[config.mk]
export PLATFORM = sky130hd
export DESIGN_NAME = ansi_seq_parser
export DESIGN_NICKNAME = d
export VERILOG_FILES = /design/src/rtl/ansi_pkg.sv /design/src/rtl/ansi_byte_class.sv /design/src/rtl/ansi_param_acc.sv /design/src/rtl/ansi_colour_eval.sv /design/src/rtl/ansi_seq_parser.sv
export SDC_FILE = /design/constraint.sdc
export NUM_CORES = 1
export LEC_CHECK = 0
export BUFFER_PORTS_ARGS = -buffer_cell sky130_fd_sc_hd__buf_2
export CORE_ASPECT_RATIO = 0.5
export CORE_UTILIZATION = 50
export CTS_CLUSTER_SIZE = 25
export DETAILED_ROUTE_END_ITERATION = 10
export PLACE_DENSITY = 0.7
export SLEW_MARGIN = 20
export SYNTH_ARGS = -nofsm -noshare
export SYNTH_HDL_FRONTEND = slang
export SYNTH_HIERARCHICAL = 1
export SYNTH_SLANG_ARGS = --single-unit
[constraint.sdc]
create_clock -name clk -period 3.42 [get_ports clk]
set_input_delay 0.513 -clock clk [delete_from_list [all_inputs] [get_ports clk]]
set_output_delay 0.513 -clock clk [all_outputs]
set_load 0.05 [all_outputs]
[src/rtl/ansi_pkg.sv]
package ansi_pkg;
   localparam logic [2:0] CMD_NONE  = 3'd0;
   localparam logic [2:0] CMD_CLEAR = 3'd1;
   localparam logic [2:0] CMD_CR    = 3'd2;
   localparam logic [2:0] CMD_LF    = 3'd3;
   localparam logic [2:0] CMD_SETFG = 3'd4;

   localparam logic [7:0] B_ESC   = 8'h1B;
   localparam logic [7:0] B_LBR   = 8'h5B;
   localparam logic [7:0] B_SEP   = 8'h3B;
   localparam logic [7:0] B_FIN_M = 8'h6D;

   typedef enum logic [1:0] {
      PS_TEXT = 2'd0,
      PS_ESC  = 2'd1,
      PS_CSI  = 2'd2
   } pstate_e;
endpackage

[src/rtl/ansi_byte_class.sv]
module ansi_byte_class
   import ansi_pkg::*;
(
   input  logic [7:0] b,
   output logic       is_print,
   output logic       is_digit,
   output logic       is_sep,
   output logic       is_fin_m,
   output logic       is_lbr,
   output logic       is_esc,
   output logic [2:0] ctl_cmd,
   output logic [3:0] digit
);
   always_comb begin
      is_print = (b >= 8'h20) && (b <= 8'h7E);
      is_digit = (b >= 8'h30) && (b <= 8'h39);
      is_sep   = (b == B_SEP);
      is_fin_m = (b == B_FIN_M);
      is_lbr   = (b == B_LBR);
      is_esc   = (b == B_ESC);
      digit    = b[3:0];
      unique case (b)
         8'h0C:   ctl_cmd = CMD_CLEAR;
         8'h0D:   ctl_cmd = CMD_CR;
         8'h0A:   ctl_cmd = CMD_LF;
         default: ctl_cmd = CMD_NONE;
      endcase
   end
endmodule

[src/rtl/ansi_param_acc.sv]
module ansi_param_acc #(
   parameter int PW     = 8,
   parameter int NPARAM = 2,
   localparam int IW    = (NPARAM > 1) ? $clog2(NPARAM) : 1
) (
   input  logic                 clk,
   input  logic                 rst_n,
   input  logic                 clr,
   input  logic                 dig_en,
   input  logic [3:0]           digit,
   input  logic                 sep_en,
   output logic [NPARAM*PW-1:0] params,
   output logic [IW-1:0]        idx,
   output logic                 slots_full
);
   localparam int WW = PW + 4;
   localparam logic [WW-1:0] LIM = WW'((1 << PW) - 1);

   logic [IW-1:0] idx_q;

   always_ff @(posedge clk) begin
      if (!rst_n || clr)
         idx_q <= '0;
      else if (sep_en)
         idx_q <= idx_q + IW'(1);
   end

   for (genvar g = 0; g < NPARAM; g++) begin : g_slot
      logic [PW-1:0] val_q;
      logic [WW-1:0] nxt;
      always_comb nxt = ({4'b0, val_q} * WW'(10)) + WW'(digit);
      always_ff @(posedge clk) begin
         if (!rst_n || clr)
            val_q <= '0;
         else if (dig_en && (idx_q == IW'(g)))
            val_q <= (nxt > LIM) ? LIM[PW-1:0] : nxt[PW-1:0];
      end
      assign params[g*PW +: PW] = val_q;
   end

   assign idx        = idx_q;
   assign slots_full = (idx_q == IW'(NPARAM - 1));
endmodule

[src/rtl/ansi_colour_eval.sv]
module ansi_colour_eval #(
   parameter int         PW         = 8,
   parameter int         NPARAM     = 2,
   parameter logic [2:0] DEFAULT_FG = 3'd7,
   localparam int        IW         = (NPARAM > 1) ? $clog2(NPARAM) : 1
) (
   input  logic [NPARAM*PW-1:0] params,
   input  logic [IW-1:0]        idx,
   input  logic [2:0]           cur,
   output logic [2:0]           nxt
);
   always_comb begin
      logic [PW-1:0] p;
      nxt = cur;
      for (int i = 0; i < NPARAM; i++) begin
         p = params[i*PW +: PW];
         if (IW'(i) <= idx) begin
            if (p == '0)
               nxt = DEFAULT_FG;
            else if ((p >= PW'(30)) && (p <= PW'(37)))
               nxt = 3'(p - PW'(30));
         end
      end
   end
endmodule

[src/rtl/ansi_seq_parser.sv]
module ansi_seq_parser
   import ansi_pkg::*;
#(
   parameter int         PW              = 8,
   parameter int         NPARAM          = 2,
   parameter logic [2:0] DEFAULT_FG      = 3'd7,
   parameter bit         PER_CHAR_COLOUR = 1'b1
) (
   input  logic       clk,
   input  logic       rst_n,
   input  logic       in_valid,
   input  logic [7:0] in_byte,
   output logic       in_ready,
   output logic       chr_stb,
   output logic [7:0] chr_byte,
   output logic [2:0] chr_attr,
   output logic       cmd_stb,
   output logic [2:0] cmd_code,
   output logic [2:0] cmd_arg,
   output logic [2:0] colour
);
   localparam int IW = (NPARAM > 1) ? $clog2(NPARAM) : 1;

   if (PW < 6 || PW > 16) begin : g_bad_pw
      $error("PW must hold 37 and stay below 17 bits");
   end
   if (NPARAM < 1 || NPARAM > 8) begin : g_bad_np
      $error("NPARAM must be 1 to 8");
   end

   logic       is_print, is_digit, is_sep, is_fin_m, is_lbr, is_esc;
   logic [2:0] ctl_cmd;
   logic [3:0] digit;

   ansi_byte_class u_cls (
      .b        (in_byte),
      .is_print (is_print),
      .is_digit (is_digit),
      .is_sep   (is_sep),
      .is_fin_m (is_fin_m),
      .is_lbr   (is_lbr),
      .is_esc   (is_esc),
      .ctl_cmd  (ctl_cmd),
      .digit    (digit)
   );

   logic                 acc_clr, acc_dig, acc_sep, slots_full;
   logic [NPARAM*PW-1:0] params;
   logic [IW-1:0]        idx;

   ansi_param_acc #(.PW(PW), .NPARAM(NPARAM)) u_acc (
      .clk        (clk),
      .rst_n      (rst_n),
      .clr        (acc_clr),
      .dig_en     (acc_dig),
      .digit      (digit),
      .sep_en     (acc_sep),
      .params     (params),
      .idx        (idx),
      .slots_full (slots_full)
   );

   pstate_e    st_q, st_n;
   logic [2:0] colour_q, colour_eval;

   ansi_colour_eval #(.PW(PW), .NPARAM(NPARAM), .DEFAULT_FG(DEFAULT_FG)) u_col (
      .params (params),
      .idx    (idx),
      .cur    (colour_q),
      .nxt    (colour_eval)
   );

   logic [2:0] cmd_n;
   logic       chr_n;
   logic       col_we;

   always_comb begin
      st_n    = st_q;
      cmd_n   = CMD_NONE;
      chr_n   = 1'b0;
      col_we  = 1'b0;
      acc_clr = 1'b0;
      acc_dig = 1'b0;
      acc_sep = 1'b0;
      if (in_valid) begin
         unique case (st_q)
            PS_TEXT: begin
               if (is_esc)
                  st_n = PS_ESC;
               else if (ctl_cmd != CMD_NONE)
                  cmd_n = ctl_cmd;
               else if (is_print)
                  chr_n = 1'b1;
            end
            PS_ESC: begin
               if (is_lbr) begin
                  st_n    = PS_CSI;
                  acc_clr = 1'b1;
               end else begin
                  st_n = PS_TEXT;
               end
            end
            PS_CSI: begin
               if (is_digit) begin
                  acc_dig = 1'b1;
               end else if (is_sep) begin
                  if (slots_full)
                     st_n = PS_TEXT;
                  else
                     acc_sep = 1'b1;
               end else if (is_fin_m) begin
                  cmd_n  = CMD_SETFG;
                  col_we = 1'b1;
                  st_n   = PS_TEXT;
               end else begin
                  st_n = PS_TEXT;
               end
            end
            default: st_n = PS_TEXT;
         endcase
      end
   end

   always_ff @(posedge clk) begin
      if (!rst_n) begin
         st_q     <= PS_TEXT;
         colour_q <= DEFAULT_FG;
         cmd_stb  <= 1'b0;
         cmd_code <= CMD_NONE;
         cmd_arg  <= '0;
         chr_stb  <= 1'b0;
         chr_byte <= '0;
      end else begin
         st_q    <= st_n;
         cmd_stb <= (cmd_n != CMD_NONE);
         chr_stb <= chr_n;
         if (cmd_n != CMD_NONE) begin
            cmd_code <= cmd_n;
            cmd_arg  <= col_we ? colour_eval : '0;
         end
         if (col_we)
            colour_q <= colour_eval;
         if (chr_n)
            chr_byte <= in_byte;
      end
   end

   if (PER_CHAR_COLOUR) begin : g_attr_cell
      assign chr_attr = colour_q;
   end else begin : g_attr_screen
      assign chr_attr = DEFAULT_FG;
   end

   assign in_ready = 1'b1;
   assign colour   = colour_q;
endmodule

# After elaboration in Yosys (flattened, before gate mapping)
# Cells that the tools add are included.
[totals]
regBits = 38
in_bits = 11
out_inout_bits = 23
[classes]
multipliers = 2
bitwise_logic = 1
n_reduce_logical = 14
n_eq_ne = 12
n_lt_le_gt_ge = 12
n_mux = 44
add_sub_neg = 5
[op_table]
columns = ["cell", "count"]
rows = [
  ["$mux W3", 13],
  ["$add A12 B4 Y12", 2],
  ["$eq A8 B4 Y1 const B", 3],
  ["$gt A12 B8 Y1 const B", 2],
  ["$le A8 B6 Y1 const B", 3],
  ["$mul A8 B3 Y11 const B", 2],
  ["$mux W1", 21],
  ["$eq A8 B7 Y1 const B", 2],
  ["$ge A8 B5 Y1 const B", 2],
  ["$ge A8 B6 Y1 const B", 2],
  ["$logic_not A8 Y1", 2],
  ["$mux W8", 2],
  ["$pmux W2 S3", 2],
  ["$mux W2", 5],
  ["$eq A8 B5 Y1 const B", 1],
  ["$eq A8 B6 Y1 const B", 1],
  ["$le A8 B7 Y1 const B", 1],
  ["$logic_and A1 B1 Y1", 6],
  ["$pmux W3 S2", 1],
  ["$reduce_bool A3 Y1", 2],
  ["$sub A3 B3 Y3 const B", 2],
  ["$ne A2 B2 Y1 const B", 2],
  ["$reduce_and A4 Y1", 1],
  ["$ne A3 B2 Y1 const B", 1],
  ["8 further kinds", 9],
]

# Logic depth before layout (Yosys ltp)
[depth]
depth_word = 9
ltp_mapped = 9
mapped_depth_nobuf = 8

# Hierarchy
# Netlist, hierarchy kept.
[modules_own_cells]
columns = ["module", "n_inst", "area_each_um2", "cells_each", "seq_area_each_um2"]
rows = [
  ["ansi_param_acc", 1, 1502.7, 169, 340.3],
  ["ansi_seq_parser", 1, 933.4, 103, 420.4],
  ["ansi_colour_eval", 1, 220.2, 31, 0.0],
  ["ansi_byte_class", 1, 200.2, 27, 0.0],
]

# Worst setup path before layout
# OpenSTA, ideal clock, no wires.
[synth_path]
path_kind = "reg2reg"
start = "register u_acc.g_slot[0].val_q[1]"
end = "register u_acc.g_slot[0].val_q[0]"
arrival_time_ns = 2.612
path_stages_with_launch = 9
setup_ns = 0.141
period_less_slack_ns = 2.754
setup_slack_ns = 0.666
path_cell_list = "dfxtp_1 ha_1 ha_1 fa_1 nand2_1 or2_1 nor4_2 mux2i_1 a31oi_1"
[synth_via]
elab_chain_cells = 4
[synth_lines]
columns = ["item", "line", "source"]
rows = [
  ["start: declaration", "ansi_param_acc.sv:29", "logic [PW-1:0] val_q;"],
  ["start signal: assignment", "ansi_param_acc.sv:36", "val_q <= (nxt > LIM) ? LIM[PW-1:0] : nxt[PW-1:0];"],
  ["$mul A8 B3 Y11", "ansi_param_acc.sv:31", "always_comb nxt = ({4'b0, val_q} * WW'(10)) + WW'(digit);"],
  ["$add A12 B4 Y12", "ansi_param_acc.sv:31", ""],
  ["$gt A12 B8 Y1", "ansi_param_acc.sv:36", ""],
  ["$mux W8", "ansi_param_acc.sv:36", ""],
]
# No other way between the ends.
# A chain may end at the register's enable or synchronous reset.

# Worst setup path after layout
[layout_path]
start = "register u_acc.g_slot[0].val_q[1]"
end = "register u_acc.g_slot[0].val_q[3]"
[layout_via]
elab_chain_cells = 4
[layout_lines]
columns = ["item", "line"]
rows = [
  ["$mul A8 B3 Y11 (*)", "ansi_param_acc.sv:31"],
  ["$add A12 B4 Y12 (*)", "ansi_param_acc.sv:31"],
  ["$gt A12 B8 Y1", "ansi_param_acc.sv:36"],
  ["$mux W8 (*)", "ansi_param_acc.sv:36"],
]
# Mark *: on every way between the ends. The rest lies on a longest branch, timed or not.

==> results.tsv <==
metric	value	unit
Total Routing Usage GR	24.35	%
# fillers	502	
Post-DP HPWL	5028	µm
Setup WS pre-CTS	0.3553	ns
Ports	34	
clock skew	0.005356	ns
Clk pin slew, worst setup/hold paths	0.06	ns
WL met3	309	µm
share of the synthesized area in the top cell type	26.63	%
RSZ-0062 raised after global routing	false	
fin worst setup slack	0.3407	ns
initial antenna violation count	0	
crit path DAT	3.21	ns
# clock sinks	38	
num rows	19	
Buf/Inv on CP	0	
MaxCap Viol Count	0	
Largest delay share family, worst path	adder cells	
Netlist Area Pre-Place	2856	µm²
Rel. slew slack	38.34	%
Post-Synthesis Cells	330	
cts hold-fix bufs	0	
post-synthesis to final-layout area growth	12.40	%
Setup Fix Bufs, Post-CTS	0	
total CTS buffers	5	
critical path fanouts, max	9	
Placer Congestion	0.8708	
worst-case clock buffer depth	2	
fraction of the cycle the final worst path needs	90.04	%
ANT nets after route	0	
commonest non-fill, non-tap cell in the layout	dfxtp_1	
core box area	5492	µm²
Final TNS setup	0	ns
DRT Pass-1 Iters	4	
IO Port Bufs	32	
Yosys Warn Count	6	
Placed Area	3017	µm²
final setup violation count	0	
post-route non-filler standard cell count	429	
Crit Path Class	reg2reg	
top sig layer	met4	
count of cell types in the netlist	61	
worst-path cell chain	ha_1 > ha_1 > fa_1 > xnor2_1 > or2_1 > nor4_2 > mux2i_1 > a31oi_1	
startpoint type of the worst setup path	register	
#FFs+latches synth	38	
DR iter-0 viols	167	
WL/cell	15.53	µm
drt drc	0	
CP peak stage delay	0.57	ns
width of the die	108.9	µm
first-pass GRT wire length	11610	µm
later-pin clock latency in the skew report	0.28	ns
CTS tree	done	
Highest Clock Rate	0.3248	GHz
met2 wire len	3049	µm
sequential cell area fraction in the yosys report	26.63	%
synth top area cells	dfxtp_1 (27%), ha_1 (13%), o21ai_0 (4.7%), mux2i_1 (4.6%), nand2_1 (3.8%)	
Worst path most repeated cell	ha_1	
Post-CTS Resized	0	
via-per-instance ratio	6.005	
Post-synth top flop	dfxtp_1	
H-tree depth	2	
Worst Path Required	3.55	ns
number of global-route vias before repair	2499	
die area	6037	µm²
clock root buffer	clkbuf_16	
Power Dens Cells	352.5	nW/µm²
DP Cell Count	421	
largest net degree at the start of global routing	31	
slowest cell on the critical path	mux2i_1	
Routed WL	6661	µm
Met1 Wirelength	3262	µm
Leakage Power	0.001442	µW
Die Y	55.45	µm
WHS	0.4563	ns
max-slew violation count	0	
Final nets	400	
area of the multi-input gates	1956	µm²
total grt overflow	0	
Initial Utilization	52.02	%
storage element area	760.7	µm²
ANT cells	0	
Least-Margin Pin Slew	0.9230	ns
Crit. End Element	register	
asr flop ratio synth	0	%
area leader, netlist	dfxtp_1	
most frequent cells in the layout	dfxtp_1 (38), buf_2 (32), ha_1 (30), nand2_1 (29), o21ai_0 (27)	
via count	2576	
Synth Area per Inst	8.656	µm²
EDFF count, synth	0	
Hold Vio Cnt, Final	0	
HP Class	reg2reg	
fin area	3211	µm²
layout cells sized above 1	14.04	%
Peak VDD IR	0.0001995	V
fin crit period	3.079	ns
status	finished clean	
syn nets	375	
cells by family (layout without fill, tap and decap cells):
logic type      Yosys count  in the layout  share of synthesized area (%)
simple gates            116            116                          24.27
compound gates           88             88                          19.14
flops                    38             38                          26.63
fa+ha+maj                34             34                          15.94
buf+inv                  25             51                          4.905
xor+xnor                 14             14                          4.293
mux                      13             13                          4.555
other cells               2              2                         0.2629
state kept, by name, indices dropped and copies added, names as in the netlist:
| register | count |
|---|---|
| chr_attr | 3 |
| chr_byte | 8 |
| chr_stb | 1 |
| cmd_arg | 3 |
| cmd_code | 3 |
| cmd_stb | 1 |
| st_q | 2 |
| u_acc/g_slot.val_q | 16 |
| u_acc/idx | 1 |
layout make-up:
type	instances	share of cell area [%]
sequential	38	23.69
multi-input combinational	267	60.91
clock buffer	5	3.897
inverter	9	1.052
tap	73	2.845
clock inverter	3	2.143
timing repair buffer	34	5.456
power breakdown:
group | switching [µW] | leakage (µW) | internal, µW
sequential | 2.08 | 0.000307 | 447
combinational | 56.5 | 0.00104 | 24.1
clock | 183 | 0.0000940 | 419
through the flow:
stage	utilization [%]	total power [µW]
final	58.46	1132
after global routing	58.46	1169
after CTS	58.46	1139
after detailed placement	54.93	538.7
after global placement	54.93	536.6
after floorplan	-	518.8
Yosys cell counts, drive strengths merged, types with 3 or more instances:
library cell  count
xnor2             9
nor2             10
clkbuf            5
o22ai             3
buf              11
and2              8
and4b             3
nand4b            3
xor2              5
or4               3
ha               30
nor4              7
nor2b             8
o21ai            30
inv               9
fa                4
a31oi            15
a21o              6
nand2            29
a21oi            17
and3              6
nand3            12
mux2i            13
dfxtp            38
nor3              6
or2               3
final timing paths:
| path | startpoint | to | slack, ns | depth (start not counted) |
|---|---|---|---|---|
| max | u_acc/g_slot[0].val_q[1]$_SDFFE_PP0P_ | u_acc/g_slot[0].val_q[3]$_SDFFE_PP0P_ | 0.34 | 8 |
| min | chr_byte[4]$_SDFFE_PN0P_ | chr_byte[4]$_SDFFE_PN0P_ | 0.46 | 2 |
| max reg2reg | u_acc/g_slot[0].val_q[1]$_SDFFE_PP0P_ | u_acc/g_slot[0].val_q[3]$_SDFFE_PP0P_ | 0.34 | 8 |
| min reg2reg | chr_byte[4]$_SDFFE_PN0P_ | chr_byte[4]$_SDFFE_PN0P_ | 0.46 | 2 |
layer usage:
layer  up-vias  GRT usage, %
li1       1276             -
met1      1226         33.04
met2        70         39.17
met3         4         6.021
met4         0         5.019
met5         -             0
worst reg2reg max path: stages (launching register included):
cell	delay, ns
dfxtp_1	0.53
ha_1	0.30
ha_1	0.24
fa_1	0.43
xnor2_1	0.16
or2_1	0.26
nor4_2	0.28
mux2i_1	0.57
a31oi_1	0.16
Power figures use the tool's default switching activity.
